## config.mk

```make
export PLATFORM = sky130hd
export DESIGN_NAME = tw_mem_slave
export DESIGN_NICKNAME = d
export VERILOG_FILES = /design/src/rtl/tw_pkg.sv /design/src/rtl/tw_line_filter.sv /design/src/rtl/tw_bus_events.sv /design/src/rtl/tw_addr_unit.sv /design/src/rtl/tw_mem_slave.sv
export SDC_FILE = /design/constraint.sdc
export NUM_CORES = 1
export LEC_CHECK = 0
export CAP_MARGIN = 5
export CORE_MARGIN = 2
export CORE_UTILIZATION = 40
export DETAILED_ROUTE_END_ITERATION = 7
export PLACE_DENSITY = 0.65
export SYNTH_ARGS = -nofsm -noshare
export SYNTH_HDL_FRONTEND = slang
export SYNTH_SLANG_ARGS = --single-unit
```

## constraint.sdc

```tcl
create_clock -name clk -period 2.1 [get_ports clk]
set_clock_uncertainty 0.15 [all_clocks]
set_input_delay 0.21 -clock clk [delete_from_list [all_inputs] [get_ports clk]]
set_output_delay 0.21 -clock clk [all_outputs]
set_load 0.05 [all_outputs]
```

## src/rtl/tw_pkg.sv

```systemverilog
package tw_pkg;
    typedef enum logic [2:0] {
        ST_IDLE,
        ST_ADDR,
        ST_ACK_ADDR,
        ST_WDATA,
        ST_ACK_W,
        ST_RDATA,
        ST_RACK,
        ST_HOLD
    } tw_state_e;
endpackage

```

## src/rtl/tw_line_filter.sv

```systemverilog
module tw_line_filter #(
    parameter int FILT = 3
) (
    input  logic clk,
    input  logic rst_n,
    input  logic raw_i,
    output logic line_o
);
    localparam int CW = (FILT > 1) ? $clog2(FILT + 1) : 1;

    typedef struct packed {
        logic [1:0]    sync;
        logic [CW-1:0] cnt;
        logic          line;
    } filt_t;

    filt_t r_q, r_d;

    always_comb begin
        r_d = r_q;
        r_d.sync = {r_q.sync[0], raw_i};
        if (r_q.sync[1] == r_q.line) begin
            r_d.cnt = '0;
        end else if (r_q.cnt == CW'(FILT - 1)) begin
            r_d.cnt  = '0;
            r_d.line = r_q.sync[1];
        end else begin
            r_d.cnt = r_q.cnt + 1'b1;
        end
    end

    always_ff @(posedge clk or negedge rst_n) begin
        if (!rst_n) begin
            r_q.sync <= 2'b11;
            r_q.cnt  <= '0;
            r_q.line <= 1'b1;
        end else begin
            r_q <= r_d;
        end
    end

    assign line_o = r_q.line;

    // a filtered level only flips after the synchronized input disagreed with it
    assert_filter_follows_R1: assert property (@(posedge clk) disable iff (!rst_n)
        !$stable(r_q.line) |-> (r_q.line == $past(r_q.sync[1])));
endmodule

```

## src/rtl/tw_bus_events.sv

```systemverilog
module tw_bus_events (
    input  logic clk,
    input  logic rst_n,
    input  logic scl_f,
    input  logic sda_f,
    output logic scl_rise,
    output logic scl_fall,
    output logic cond_start,
    output logic cond_stop
);
    typedef struct packed {
        logic scl;
        logic sda;
    } prev_t;

    prev_t p_q, p_d;

    always_comb begin
        p_d.scl = scl_f;
        p_d.sda = sda_f;
    end

    always_ff @(posedge clk or negedge rst_n) begin
        if (!rst_n) begin
            p_q <= '{scl: 1'b1, sda: 1'b1};
        end else begin
            p_q <= p_d;
        end
    end

    assign scl_rise   = scl_f & ~p_q.scl;
    assign scl_fall   = ~scl_f & p_q.scl;
    assign cond_start = scl_f & p_q.scl & p_q.sda & ~sda_f;
    assign cond_stop  = scl_f & p_q.scl & ~p_q.sda & sda_f;
endmodule

```

## src/rtl/tw_addr_unit.sv

```systemverilog
module tw_addr_unit #(
    parameter int AW = 7,
    parameter int PW = 2
) (
    input  logic          clk,
    input  logic          rst_n,
    input  logic          load_i,
    input  logic [AW-1:0] load_val_i,
    input  logic          inc_page_i,
    input  logic          inc_full_i,
    output logic [AW-1:0] addr_o
);
    logic [AW-1:0] addr_q, addr_d;

    always_comb begin
        addr_d = addr_q;
        if (load_i) begin
            addr_d = load_val_i;
        end else if (inc_full_i) begin
            addr_d = addr_q + 1'b1;
        end else if (inc_page_i) begin
            addr_d = {addr_q[AW-1:PW], addr_q[PW-1:0] + 1'b1};
        end
    end

    always_ff @(posedge clk or negedge rst_n) begin
        if (!rst_n) addr_q <= '0;
        else        addr_q <= addr_d;
    end

    assign addr_o = addr_q;

    // page stepping never disturbs the page number
    assert_page_upper_fixed_R5: assert property (@(posedge clk) disable iff (!rst_n)
        (inc_page_i && !load_i && !inc_full_i) |=> (addr_q[AW-1:PW] == $past(addr_q[AW-1:PW])));

    // full stepping from the top of the array lands on zero
    assert_full_wrap_R9: assert property (@(posedge clk) disable iff (!rst_n)
        (inc_full_i && !load_i && (addr_q == {AW{1'b1}})) |=> (addr_q == '0));
endmodule

```

## src/rtl/tw_mem_slave.sv

```systemverilog
module tw_mem_slave #(
    parameter int AW   = 7,
    parameter int DW   = 8,
    parameter int PW   = 2,
    parameter int FILT = 3
) (
    input  logic          clk,
    input  logic          rst_n,
    input  logic          scl_i,
    input  logic          sda_i,
    output logic          sda_oe,
    input  logic          wr_busy_i,
    output logic          wr_valid_o,
    output logic [AW-1:0] wr_addr_o,
    output logic [DW-1:0] wr_data_o,
    output logic          wr_commit_o,
    output logic [AW-1:0] rd_addr_o,
    input  logic [DW-1:0] rd_data_i
);
    import tw_pkg::*;

    localparam int CW = $clog2(DW + 1);
    localparam logic [CW-1:0] BYTE_DONE = CW'(DW);
    localparam logic [CW-1:0] LAST_TX   = CW'(DW - 1);

    logic [1:0] raw_lines, filt_lines;
    logic scl_f, sda_f;
    logic scl_rise, scl_fall, ev_start, ev_stop;
    logic addr_ld, addr_inc_pg, addr_inc_all;
    logic [AW-1:0] cur_addr;

    assign raw_lines = {scl_i, sda_i};

    for (genvar g = 0; g < 2; g++) begin : g_line
        tw_line_filter #(.FILT(FILT)) filt_i (
            .clk    (clk),
            .rst_n  (rst_n),
            .raw_i  (raw_lines[g]),
            .line_o (filt_lines[g])
        );
    end

    assign scl_f = filt_lines[1];
    assign sda_f = filt_lines[0];

    tw_bus_events evt_i (
        .clk        (clk),
        .rst_n      (rst_n),
        .scl_f      (scl_f),
        .sda_f      (sda_f),
        .scl_rise   (scl_rise),
        .scl_fall   (scl_fall),
        .cond_start (ev_start),
        .cond_stop  (ev_stop)
    );

    typedef struct packed {
        tw_state_e     state;
        logic [CW-1:0] cnt;
        logic [DW-1:0] sh;
        logic [DW-1:0] tx;
        logic          rd;
        logic          oe;
        logic          mack;
        logic          pend;
        logic          wv;
        logic [DW-1:0] wd;
        logic          commit;
    } ctl_t;

    ctl_t c_q, c_d;

    always_comb begin
        c_d          = c_q;
        c_d.wv       = 1'b0;
        c_d.commit   = 1'b0;
        addr_ld      = 1'b0;
        addr_inc_pg  = 1'b0;
        addr_inc_all = 1'b0;

        if (ev_stop) begin
            c_d.state  = ST_IDLE;
            c_d.oe     = 1'b0;
            c_d.commit = c_q.pend;
            c_d.pend   = 1'b0;
        end else if (ev_start) begin
            c_d.state = ST_ADDR;
            c_d.cnt   = '0;
            c_d.oe    = 1'b0;
        end else begin
            unique case (c_q.state)
                ST_ADDR: begin
                    if (scl_rise) begin
                        c_d.sh  = {c_q.sh[DW-2:0], sda_f};
                        c_d.cnt = c_q.cnt + 1'b1;
                    end else if (scl_fall && c_q.cnt == BYTE_DONE) begin
                        if (wr_busy_i) begin
                            c_d.state = ST_HOLD;
                        end else begin
                            c_d.oe    = 1'b1;
                            c_d.rd    = c_q.sh[0];
                            addr_ld   = 1'b1;
                            c_d.state = ST_ACK_ADDR;
                        end
                    end
                end
                ST_ACK_ADDR: begin
                    if (scl_fall) begin
                        c_d.cnt = '0;
                        if (c_q.rd) begin
                            c_d.tx    = rd_data_i;
                            c_d.oe    = ~rd_data_i[DW-1];
                            c_d.state = ST_RDATA;
                        end else begin
                            c_d.oe    = 1'b0;
                            c_d.state = ST_WDATA;
                        end
                    end
                end
                ST_WDATA: begin
                    if (scl_rise) begin
                        c_d.sh  = {c_q.sh[DW-2:0], sda_f};
                        c_d.cnt = c_q.cnt + 1'b1;
                    end else if (scl_fall && c_q.cnt == BYTE_DONE) begin
                        c_d.oe    = 1'b1;
                        c_d.wv    = 1'b1;
                        c_d.wd    = c_q.sh;
                        c_d.pend  = 1'b1;
                        c_d.state = ST_ACK_W;
                    end
                end
                ST_ACK_W: begin
                    if (scl_fall) begin
                        c_d.oe      = 1'b0;
                        c_d.cnt     = '0;
                        addr_inc_pg = 1'b1;
                        c_d.state   = ST_WDATA;
                    end
                end
                ST_RDATA: begin
                    if (scl_fall) begin
                        if (c_q.cnt == LAST_TX) begin
                            c_d.oe       = 1'b0;
                            addr_inc_all = 1'b1;
                            c_d.state    = ST_RACK;
                        end else begin
                            c_d.cnt = c_q.cnt + 1'b1;
                            c_d.tx  = {c_q.tx[DW-2:0], 1'b0};
                            c_d.oe  = ~c_q.tx[DW-2];
                        end
                    end
                end
                ST_RACK: begin
                    if (scl_rise) begin
                        c_d.mack = ~sda_f;
                    end else if (scl_fall) begin
                        if (c_q.mack) begin
                            c_d.cnt   = '0;
                            c_d.tx    = rd_data_i;
                            c_d.oe    = ~rd_data_i[DW-1];
                            c_d.state = ST_RDATA;
                        end else begin
                            c_d.state = ST_HOLD;
                        end
                    end
                end
                default: ;
            endcase
        end
    end

    always_ff @(posedge clk or negedge rst_n) begin
        if (!rst_n) begin
            c_q <= '{state: ST_IDLE, default: '0};
        end else begin
            c_q <= c_d;
        end
    end

    tw_addr_unit #(.AW(AW), .PW(PW)) addr_i (
        .clk        (clk),
        .rst_n      (rst_n),
        .load_i     (addr_ld),
        .load_val_i (c_q.sh[DW-1:1]),
        .inc_page_i (addr_inc_pg),
        .inc_full_i (addr_inc_all),
        .addr_o     (cur_addr)
    );

    assign sda_oe      = c_q.oe;
    assign wr_valid_o  = c_q.wv;
    assign wr_data_o   = c_q.wd;
    assign wr_addr_o   = cur_addr;
    assign wr_commit_o = c_q.commit;
    assign rd_addr_o   = cur_addr;

    // nothing is driven while idle
    assert_idle_silent_R2: assert property (@(posedge clk) disable iff (!rst_n)
        (c_q.state == ST_IDLE) |-> (!sda_oe && !wr_valid_o));

    // the pull-down only moves while the bus clock is low
    assert_oe_moves_scl_low_R12: assert property (@(posedge clk) disable iff (!rst_n)
        !$stable(sda_oe) |-> !scl_f);

    // an address acknowledge is never entered while the engine is busy
    assert_no_ack_busy_R10: assert property (@(posedge clk) disable iff (!rst_n)
        ((c_q.state == ST_ACK_ADDR) && ($past(c_q.state) == ST_ADDR)) |-> !$past(wr_busy_i));

    // a write strobe appears only with the data acknowledge
    assert_strobe_with_ack_R4: assert property (@(posedge clk) disable iff (!rst_n)
        wr_valid_o |-> (sda_oe && c_q.state == ST_ACK_W));
endmodule

```

### After elaboration in Yosys (flattened, before gate mapping)

Index checks and enable logic that the tools add are counted.

* flip-flop bits (word level): 55
* logic and storage cells: 177
* output and inout bits: 25
* input bits: 13

* reduce and logical (&&, ||, !) cells: 20
* eq/ne operators: 40
* muxes and demuxes: 72
* add/subtract/negate cells: 5
* bitwise logic cells: 19

Operators by type and width (count)
* 7-bit 2-to-1 mux: 15
* 4-bit != test, second input constant: 12
* 7-bit one-hot mux with 6 select lines: 1
* 10-bit 2-to-1 mux: 4
* 1-bit 2-to-1 mux: 32
* 3-bit 2-to-1 mux: 8
* 3-bit != test, second input constant: 7
* 7-bit one-hot mux with 3 select lines: 1
* 2-bit != test, second input constant: 8
* 12-bit 2-to-1 mux: 1
* 2-bit 2-to-1 mux: 6
* 1-bit inverter: 12
* 12-bit AND reduction: 1
* 4-bit AND reduction: 3
* 11-bit AND reduction: 1
* 10-bit AND reduction: 1
* 3-bit == test, second input constant: 3
* 9-bit 2-to-1 mux: 1
* 9-bit AND reduction: 1
* 4-bit 2-to-1 mux: 2
* 8-bit nonzero test: 1
* 7-bit by 1-bit adder with 7-bit output, second input constant: 1
* 1-bit AND: 7
* 7-bit nonzero test: 1
* other kinds (17): 26

### Logic depth before layout (Yosys ltp)

Gate-level depths: netlist (run 1).

* word-level depth: 9
* mapped depth: 8
* depth with buffers taken out: 6

### Cells and area by module

From an unflattened synthesis (run 1), not the netlist that was laid out.

* cell total of the unflattened synthesis: 255
* area, all modules: 2906.5 um2

Modules (own cells, without submodules)
* tw_mem_slave: area an instance 2084.5 um2, instances 1, sequential area each 900.9 um2, cells an instance 187
* tw_addr_unit: area an instance 379.1 um2, instances 1, sequential area each 175.2 um2, cells an instance 42
* tw_line_filter: area an instance 178.9 um2, instances 2, sequential area each 128.9 um2, cells an instance 10
* tw_bus_events: area an instance 85.1 um2, instances 1, sequential area each 52.6 um2, cells an instance 6

### Worst setup path after synthesis (run 1)

No wires, ideal clock.

* path kind: register to register
* start: register c_q[30] (netlist name)
* end: register addr_i.addr_q[5] (netlist: addr_i.addr_o[5])
* arrival: 1768 ps
* stages on the path, launching flop included: 8
* data required time: 1800 ps
* clock period less this slack: 2067 ps
* slack: 33 ps
* path buffers: 1
* setup time: 150 ps
* cell sequence: dfrtp_1 > ha_1 > nand4b_4 > or4b_4 > buf_6 > and2_4 > o21ai_1 > o311ai_1

* word-level cells in the longest chain between the ends: 8
* elaborated cells on any way between the ends: 15
* classes of those cells: 2 x eq/ne; 11 x mux; 2 x reduce/logical

Ends and longest elaborated chain
* start, declared: RTL line tw_mem_slave.sv:71 `ctl_t c_q, c_d;`
* start signal, assigned: RTL line tw_mem_slave.sv:174 `c_q <= '{state: ST_IDLE, default: '0};`
* start signal, assigned: RTL line tw_mem_slave.sv:176 `c_q <= c_d;`
* 4-bit == test: RTL line tw_mem_slave.sv:96 `end else if (scl_fall && c_q.cnt == BYTE_DONE) begin`
* 1-bit logical AND: RTL line tw_mem_slave.sv:96
* 1-bit 2-to-1 mux: RTL line tw_mem_slave.sv:96
* 1-bit 2-to-1 mux: RTL line tw_mem_slave.sv:93 `if (scl_rise) begin`
* 1-bit 2-to-1 mux: RTL line tw_mem_slave.sv:91 `unique case (c_q.state)`
* 1-bit 2-to-1 mux: RTL line tw_mem_slave.sv:86 `end else if (ev_start) begin`
* 1-bit 2-to-1 mux: RTL line tw_mem_slave.sv:81 `if (ev_stop) begin`
* 7-bit 2-to-1 mux / 2-bit nonzero test (equally long branches)
* end signal, assigned: RTL line tw_addr_unit.sv:28 `else addr_q <= addr_d;`
* end, declared: RTL line tw_addr_unit.sv:13 `logic [AW-1:0] addr_q, addr_d;`

Parallel ways exist; a longest one is shown, timed or not.
A chain may end at the register's enable or synchronous reset.

### Worst setup path after layout (run 1)

* start: register g_line[1].filt_i.r_q, in the netlist g_line[1].filt_i.line_o
* end: register c_q[34] (netlist name)

* word-level cells in the longest chain between the ends: 5
* elaborated cells on any way between the ends: 23
* classes of those cells: 10 x eq/ne; 2 x mux; 8 x bitwise; 3 x reduce/logical

Ends and longest elaborated chain
* start, declared: RTL line tw_line_filter.sv:17 `filt_t r_q, r_d;`
* start signal, assigned: RTL line tw_line_filter.sv:38 `r_q <= r_d;`
* 1-bit AND / 1-bit inverter (equally long branches): RTL line tw_bus_events.sv:33, tw_bus_events.sv:34, tw_bus_events.sv:32
* 1-bit AND, on equally long branches: RTL line tw_bus_events.sv:33, tw_bus_events.sv:32, tw_bus_events.sv:34
* 1-bit AND (tied with other cells): RTL line tw_bus_events.sv:33 `assign cond_start = scl_f & p_q.scl & p_q.sda & ~sda_f;`
* 4-bit != test (no line) (tied with other cells)
* 11-bit AND reduction (no line) / 3-bit 2-to-1 mux (equally long branches)

Parallel ways exist; a longest one is shown, timed or not.

==> results.cfg, run 1 <==
[power]
p_per_area_nw_per_um2 = 1230
power.leakage_nw = 1.58
irDropWorstVdd_mv = 0.584
netSwitchingPower_mw = 1.73
p_seq_frac = 0.386
combPwrFrac = 0.485
total_power_mw = 4.40
p_sw_frac = 0.393
clkPwrFrac = 0.129
power.internal_mw = 2.68

[worst_hold_path]
min_path_cells = 1
hp-class = input port to flop

[logic_synthesis]
synth_nets = 296
async_flop_share = 1.00
synth.distinct_cells = 54
syn_area_sq_um = 2890
synth_ff_type = dfrtp_1
synthCells = 280
synth_seq_area_share = 0.480
yosys_warnings = 0
synth_edf_count = 0
synth-seq-cells = 55
syn_avg_cell_area_sq_um = 10.3

[place]
hpwl_um = 4490
io_buffers = 37
finalWeightedCongestion = 0.878

[cts]
h-tree-depth = 2
cts_max_path_buffers = 2
numCtsBuffers = 5
clk_pin_slew_ns = 0.09
cts_tree = built
cts_sinks = 55
worstSkewPairLatency_ns = 0.30
cts_root_buf = clkbuf_8

[setup_path]
path_class = flop to flop
cp-end-kind = flop
rr_worst_depth = 5
cpMaxStageDelayCell = dfstp_2
crit_family = flip-flops
cp_data_required_time_ns = 2.15
crit_cells = 5
critPathMaxFanout = 5
path_buf_inv = 0
crit_path_start_kind = flop
max_stage_delay_ns = 0.58
cp_cell_sequence = and2b_2, nand3_2, a21oi_1, o211ai_1, mux2_2
arrival_ns = 2.07

[detailed_routing]
wirelength_um = 6030
vias = 2171
wl_met2_um = 2820
drt_first_pass_iters = 4
drt_iter0_markers = 142
dr_wl_met3_um = 215
drc = 0
routedWlPerCell_um = 14.1
postRouteAntennaNets = 0
top_layer_used = met4
vias_per_cell = 5.08
m1WireLength_um = 2890

[cells_and_area]
fin_nets = 346
areaGrowthSynthToFinish_pct = 24.1
drive_gt1_frac = 0.266
n_antenna_cell = 0
final_cell_mix = dfrtp_1, clkdlybuf4s50_1, nand2_1
fill_cells = 627
final_common_cell = dfrtp_1

[job]
drv_cap = 0

[sta]
drv_slew = 0
hold_violations = 0
slew_headroom = 0.660
min_period_over_period = 0.963
setup_viol = 0
fmax_ghz = 0.495
rsz0062_at_grt = no
period_minus_slack_ns = 2.02
tns_ns = 0
worst_pin_slew_ns = 0.508

[global_routing]
grt_pass1_wl_um = 10300
overflow = 0
gr-usage-all-layers = 0.167
antenna_found_initial = 0
grt_pass1_vias = 2078
grt_max_degree = 38

[floorplan]
start_util = 0.420
die_h_um = 88.9
pin_count = 38
die_w_um = 88.9
die_area_sq_um = 7910
core_region_area_sq_um = 6870
fp-row-count = 30

[status]
run_status = completed
[cell usage after synthesis (5+ instances only)]
cell,n,area (sq um)
a21oi_1,13,65.1
buf_2,5,25.0
buf_4,17,128
dfrtp_1,47,1180
dfstp_2,8,210
inv_1,8,30.0
mux2_2,18,203
mux2i_1,9,90.1
nand2_1,34,128
nand3_1,6,30.0
nor2_1,9,33.8
nor2b_1,8,50.1
nor3b_1,5,37.5
o21ai_0,22,110
[final timing paths]
kind,start,end,slack (ns)
min in group asynchronous,rst_n,g_line[0].filt_i.r_q[1],0.24
min,sda_i,g_line[0].filt_i.r_d[4],0.15
max,g_line[1].filt_i.line_o,c_q[34],0.08
max reg2reg,g_line[1].filt_i.line_o,c_q[34],0.08
min reg2reg,g_line[1].filt_i.r_d[4],g_line[1].filt_i.r_q[4],0.21
max in group asynchronous,rst_n,g_line[1].filt_i.line_o,0.96
[layout make-up]
class | count | area [sq um] | area share
Inverter | 8 | 30.0 | 0.00839
Clock buffer | 6 | 72.6 | 0.0203
Clock inverter | 2 | 12.5 | 0.00350
Multi-Input combinational cell | 190 | 1320 | 0.370
Tap cell | 96 | 120 | 0.0336
Timing Repair Buffer | 70 | 628 | 0.175
Sequential cell | 55 | 1390 | 0.389
[state kept, by name, summed over array words and instances, names as in the netlist]
register              flops
c_q                      25
wr_data_o                 8
addr_i.addr_o             7
g_line.filt_i.r_q         6
evt_i.p_q                 2
g_line.filt_i.line_o      2
g_line.filt_i.r_d         2
sda_oe                    1
wr_commit_o               1
wr_valid_o                1
[routing by layer]
layer	up-vias	GRT usage
met2	34	0.255
met3	9	0.0314
met4	0	0.0488
met5	-	0
met1	1058	0.243
li1	1070	-
[metrics by stage]
| stage | cells | setup slack (ns) | utilization | hold slack, ns | cell area, sq um |
|---|---|---|---|---|---|
| finish | 427 | 0.0778 | 0.521 | 0.152 | 3580 |
| floorplan | 280 | 0.0328 | - | -0.236 | 2890 |
| global placement | 414 | 0.0282 | 0.496 | 0.0417 | 3410 |
| detailed placement | 414 | 0.00374 | 0.496 | 0.0435 | 3410 |
| global route | 427 | 0.00466 | 0.521 | 0.142 | 3580 |
| CTS | 423 | 0.00622 | 0.511 | 0.132 | 3510 |
[power by group through the flow]
stage	clock network, mW	registers [mW]	logic, mW
after global routing	0.635	1.75	2.36
after CTS	0.601	1.70	2.02
after global placement	0	1.70	1.96
final	0.569	1.70	2.14
after floorplan	0	1.68	1.35
after detailed placement	0	1.72	2.00
[what timing repair did]
action,CTS,global route
endpoints found under the setup margin,2,21
endpoints found under the hold margin,16,0
resized for setup,3,11
pin swaps,0,2
setup buffers,0,4
hold buffers,1,0
[kinds of logic after synthesis]
family / synth area share
XOR/XNOR: 0.0152
flip-flops: 0.480
AO/OA/AOI/OAI: 0.128
adder cells (fa/ha/maj): 0.0130
AND/OR/NAND/NOR: 0.187
buffers and inverters: 0.0750
multiplexers: 0.101
Note: power is estimated with default switching activity, not from simulation.
==> inputs of run 2 (changes only) <==
--- a/config.mk
+++ b/config.mk
@@ -6,10 +6,10 @@
 export NUM_CORES = 1
 export LEC_CHECK = 0
 export CAP_MARGIN = 5
-export CORE_MARGIN = 2
 export CORE_UTILIZATION = 40
 export DETAILED_ROUTE_END_ITERATION = 7
 export PLACE_DENSITY = 0.65
+export REMOVE_ABC_BUFFERS = 1
 export SYNTH_ARGS = -nofsm -noshare
 export SYNTH_HDL_FRONTEND = slang
 export SYNTH_SLANG_ARGS = --single-unit
==> results.cfg, run 2 (same netlist as run 1, synthesis figures left out) <==
[status]
run_status = completed

[setup_path]
max_stage_delay_ns = 0.56
critPathMaxFanout = 5
crit_path_start_kind = flop
cp_cell_sequence = and2b_1, a31oi_1, or3_4, or4b_1, o21ai_1
arrival_ns = 2.12
rr_endpoint = c_q[33]
cpMaxStageDelayCell = dfstp_2
cp_data_required_time_ns = 2.19
reg2reg_from = evt_i.p_q[1]
path_class = flop to flop
rr_worst_depth = 5
cp-end-kind = flop
cp-startpoint = evt_i.p_q[1]
rrSetupSlack_ns = 0.07
cp-endpoint = c_q[33]

[sta]
drv_slew = 0
slew_headroom = 0.660
period_minus_slack_ns = 2.03
worst_pin_slew_ns = 0.508
fmax_ghz = 0.492
rsz0062_at_grt = yes
min_period_over_period = 0.967
tns_ns = 0
finalWorstSetupSlack_ns = 0.0693
setup_viol = 0
hold_violations = 0
whs_ns = 0.159

[global_routing]
grt_pass1_vias = 2096
grt_pass1_wl_um = 9960
gr-usage-all-layers = 0.169
overflow = 0
grtUsageMet3 = 0.0256
grt_max_degree = 31
use_met1 = 0.234
antenna_found_initial = 0
top_usage_layer = met2
grtUsageMet2 = 0.281

[detailed_routing]
postRouteAntennaNets = 0
routedWlPerCell_um = 13.8
vias_per_cell = 4.96
wirelength_um = 5900
vias = 2123
drt_first_pass_iters = 4
drc = 0
drt_iter0_markers = 105

[cells_and_area]
areaGrowthSynthToFinish_pct = 24.8
top_register = c_q
final_cell_mix = dfrtp_1, clkdlybuf4s50_1, nand2_1
fin_nets = 347
final_common_cell = dfrtp_1
postLayoutCellArea_sq_um = 3600
drive_gt1_frac = 0.247
n_antenna_cell = 0
largest_reg_flops = 25
instances_no_fill = 428
fin_util = 0.524

[cts]
clk_pin_slew_ns = 0.10
h-tree-depth = 2
worstSkewPairLatency_ns = 0.31
cts_max_path_buffers = 2
cts_root_buf = clkbuf_8
numCtsBuffers = 5
cts_tree = built
cts_sinks = 55

[floorplan]
die_h_um = 86.9
fp-row-count = 30
die_area_sq_um = 7560
pin_count = 38
start_util = 0.420
die_w_um = 86.9
core_region_area_sq_um = 6870

[power]
power.internal_mw = 2.76
irDropWorstVdd_mv = 0.585
p_sw_frac = 0.382
power.leakage_nw = 1.60
total_power_mw = 4.47
netSwitchingPower_mw = 1.71
p_per_area_nw_per_um2 = 1240
p_seq_frac = 0.388
combPwrFrac = 0.453
clkPwrFrac = 0.159

[place]
place_area_sq_um = 3420
io_buffers = 37
hpwl_um = 4460
place_inst = 416
finalWeightedCongestion = 0.860
dpl_worst_slack_ns = 0.0176

[job]
drv_cap = 0

[worst_hold_path]
hp-class = input port to flop
[run 2: metal layers]
metal  wire length, um  part of all wire
met3               147             0.025
met1              2870              0.49
met4                67             0.011
met2              2820              0.48
met5                 0                 0
[run 2: how the worst min path moves through the flow]
stage          startpoint                      end  cells after the start
2_1_floorplan       rst_n         addr_i.addr_o[0]                      0
3_3_place_gp        rst_n                  c_q[16]                      1
3_5_place_dp        rst_n                  c_q[17]                      1
4_1_cts             scl_i  g_line[1].filt_i.r_d[4]                      1
5_1_grt             sda_i  g_line[0].filt_i.r_d[4]                      1
6_report            scl_i  g_line[1].filt_i.r_d[4]                      1
[run 2: area by class of cell]
cell class,instances,area (sq um)
repair buffers,71,648
flip-flops and latches,55,1390
clock inverters,3,46.3
clock buffers,5,68.8
multi-input cells,190,1300
inverters,8,30.0
well taps,96,120
fillers,624,3270
[run 2: power groups by stage]
| stage | Clock, mW | Combinational (mW) | Sequential [mW] |
|---|---|---|---|
| detailed placement | 0 | 1.98 | 1.75 |
| finish | 0.710 | 2.03 | 1.73 |
| global placement | 0 | 1.95 | 1.73 |
| floorplan | 0 | 1.06 | 1.87 |
| CTS | 0.734 | 1.98 | 1.72 |
| global route | 0.771 | 2.23 | 1.79 |
[run 2: worst max-delay path: cells and delay by family, from the launching register on]
family | cells | cell delay (ns)
compound gates | 2 | 0.15
flops | 1 | 0.56
simple gates | 3 | 1.11
[run 2: what timing repair did]
action                                  4_1_cts  5_1_grt
setup buffers                                 0        3
endpoints found under the setup margin        0       18
gates resized for setup                       0        6
endpoints found under the hold margin        17        0
hold buffers                                  1        0
==> inputs of run 3 (changes only) <==
--- a/config.mk
+++ b/config.mk
@@ -7,7 +7,9 @@
 export LEC_CHECK = 0
 export CAP_MARGIN = 5
 export CORE_UTILIZATION = 40
+export CTS_CLUSTER_SIZE = 8
 export DETAILED_ROUTE_END_ITERATION = 7
+export GPL_ROUTABILITY_DRIVEN = 0
 export PLACE_DENSITY = 0.65
 export REMOVE_ABC_BUFFERS = 1
 export SYNTH_ARGS = -nofsm -noshare
==> results.cfg, run 3 (same netlist as run 1, synthesis figures left out) <==
[status]
run_status = completed

[detailed_routing]
drt_iter0_markers = 146
top_layer_used = met4
dr_wl_met3_um = 237
vias = 2186
routedWlPerCell_um = 13.8
wl_met2_um = 2760
drc = 0
m1WireLength_um = 2800
postRouteAntennaNets = 0
drt_first_pass_iters = 4
vias_per_cell = 5.07
wirelength_um = 5930

[sta]
slew_headroom = 0.656
finalWorstSetupSlack_ns = 0.0524
fmax_ghz = 0.488
tns_ns = 0
hold_violations = 0
min_period_over_period = 0.975
worst_pin_slew_ns = 0.514
drv_slew = 0
setup_viol = 0
period_minus_slack_ns = 2.05

[cells_and_area]
postLayoutCellArea_sq_um = 3630
fin_nets = 350
largest_reg_flops = 25
areaGrowthSynthToFinish_pct = 25.8
final_cell_mix = dfrtp_1, clkdlybuf4s50_1, buf_4
fill_cells = 609
final_common_cell = dfrtp_1
drive_gt1_frac = 0.257
top_register = c_q
n_antenna_cell = 0

[global_routing]
overflow = 0
grt_max_degree = 37
antenna_found_initial = 0
grt_pass1_vias = 2041
grt_pass1_wl_um = 9690
gr-usage-all-layers = 0.165

[cts]
cts_root_buf = clkbuf_8
cts_max_path_buffers = 2
cts_tree = built
cts_sinks = 55
worstSkewPairLatency_ns = 0.31
numCtsBuffers = 5
h-tree-depth = 2
clk_pin_slew_ns = 0.10

[setup_path]
crit_cells = 5
cp-end-kind = flop
reg2reg_from = c_q[35]
rr_worst_depth = 5
cp-endpoint = c_q[33]
rr_endpoint = c_q[33]
path_class = flop to flop
cpMaxStageDelayCell = dfrtp_1
path_buf_inv = 0
cp_cell_sequence = or3b_2, a31oi_1, or3_4, or4b_1, o21ai_1
critPathMaxFanout = 10
rrSetupSlack_ns = 0.05
crit_family = simple AND/OR/NAND/NOR gates
crit_path_start_kind = flop
cp_data_required_time_ns = 2.20
cp-startpoint = c_q[35]
max_stage_delay_ns = 0.50
arrival_ns = 2.14

[power]
p_per_area_nw_per_um2 = 1280
power.leakage_nw = 1.62
total_power_mw = 4.65
irDropWorstVdd_mv = 0.536

[job]
drv_cap = 0

[place]
hpwl_um = 4220
place_area_sq_um = 3420
io_buffers = 37
dpl_worst_slack_ns = 0.0585

[floorplan]
core_region_area_sq_um = 6870
pin_count = 38
die_h_um = 86.9
die_w_um = 86.9
start_util = 0.420
die_area_sq_um = 7560
fp-row-count = 30

[worst_hold_path]
hp-class = input port to flop
run 3: metrics by stage:
stage	hold slack [ns]	utilization	std cells
after floorplan	-0.236	-	253
after global placement	0.126	0.497	417
after detailed placement	0.129	0.497	417
after CTS	0.140	0.518	426
after global routing	0.133	0.528	431
final	0.149	0.528	431
run 3: area by class of cell:
type	instances	area [sq um]	share of cell area
Sequential cell	55	1390	0.383
Multi-Input combinational cell	191	1320	0.363
Timing Repair Buffer	73	638	0.176
Tap cell	96	120	0.0331
Clock buffer	6	72.6	0.0200
Clock inverter	2	60.1	0.0166
Inverter	8	30.0	0.00828
run 3: power by group:
part	switching (mW)	internal, mW	leakage (nW)	total (mW)
registers	0.334	1.39	0.677	1.73
logic	1.07	1.04	0.878	2.11
clock network	0.335	0.476	0.0654	0.811
total	1.74	2.91	1.62	4.65
run 3: repair_timing:
| item | in CTS | in global routing |
|---|---|---|
| endpoints found under the setup margin | 0 | 19 |
| hold buffers | 1 | 0 |
| setup buffers | 0 | 4 |
| endpoints found under the hold margin | 27 | 0 |
| resized for setup | 0 | 9 |
run 3: worst register-to-register path: cells and delay by family, from the launching register on:
kind	cells	cell delay [ns]
flops	1	0.50
simple gates	3	1.16
compound gates	2	0.18
run 3: how the worst min path moves through the flow:
stage / startpoint / endpoint / cells past startpoint
floorplan: rst_n / addr_i.addr_o[0] / 0
global placement: rst_n / c_q[15] / 2
detailed placement: rst_n / c_q[17] / 2
CTS: sda_i / g_line[0].filt_i.r_d[4] / 1
global route: sda_i / g_line[0].filt_i.r_d[4] / 1
finish: sda_i / g_line[0].filt_i.r_d[4] / 1
run 3: per-layer routing:
| metal | vias up | GRT usage |
|---|---|---|
| met4 | 0 | 0.0667 |
| met1 | 1040 | 0.232 |
| met2 | 51 | 0.256 |
| met3 | 13 | 0.0265 |
| met5 | - | 0 |
| li1 | 1082 | - |
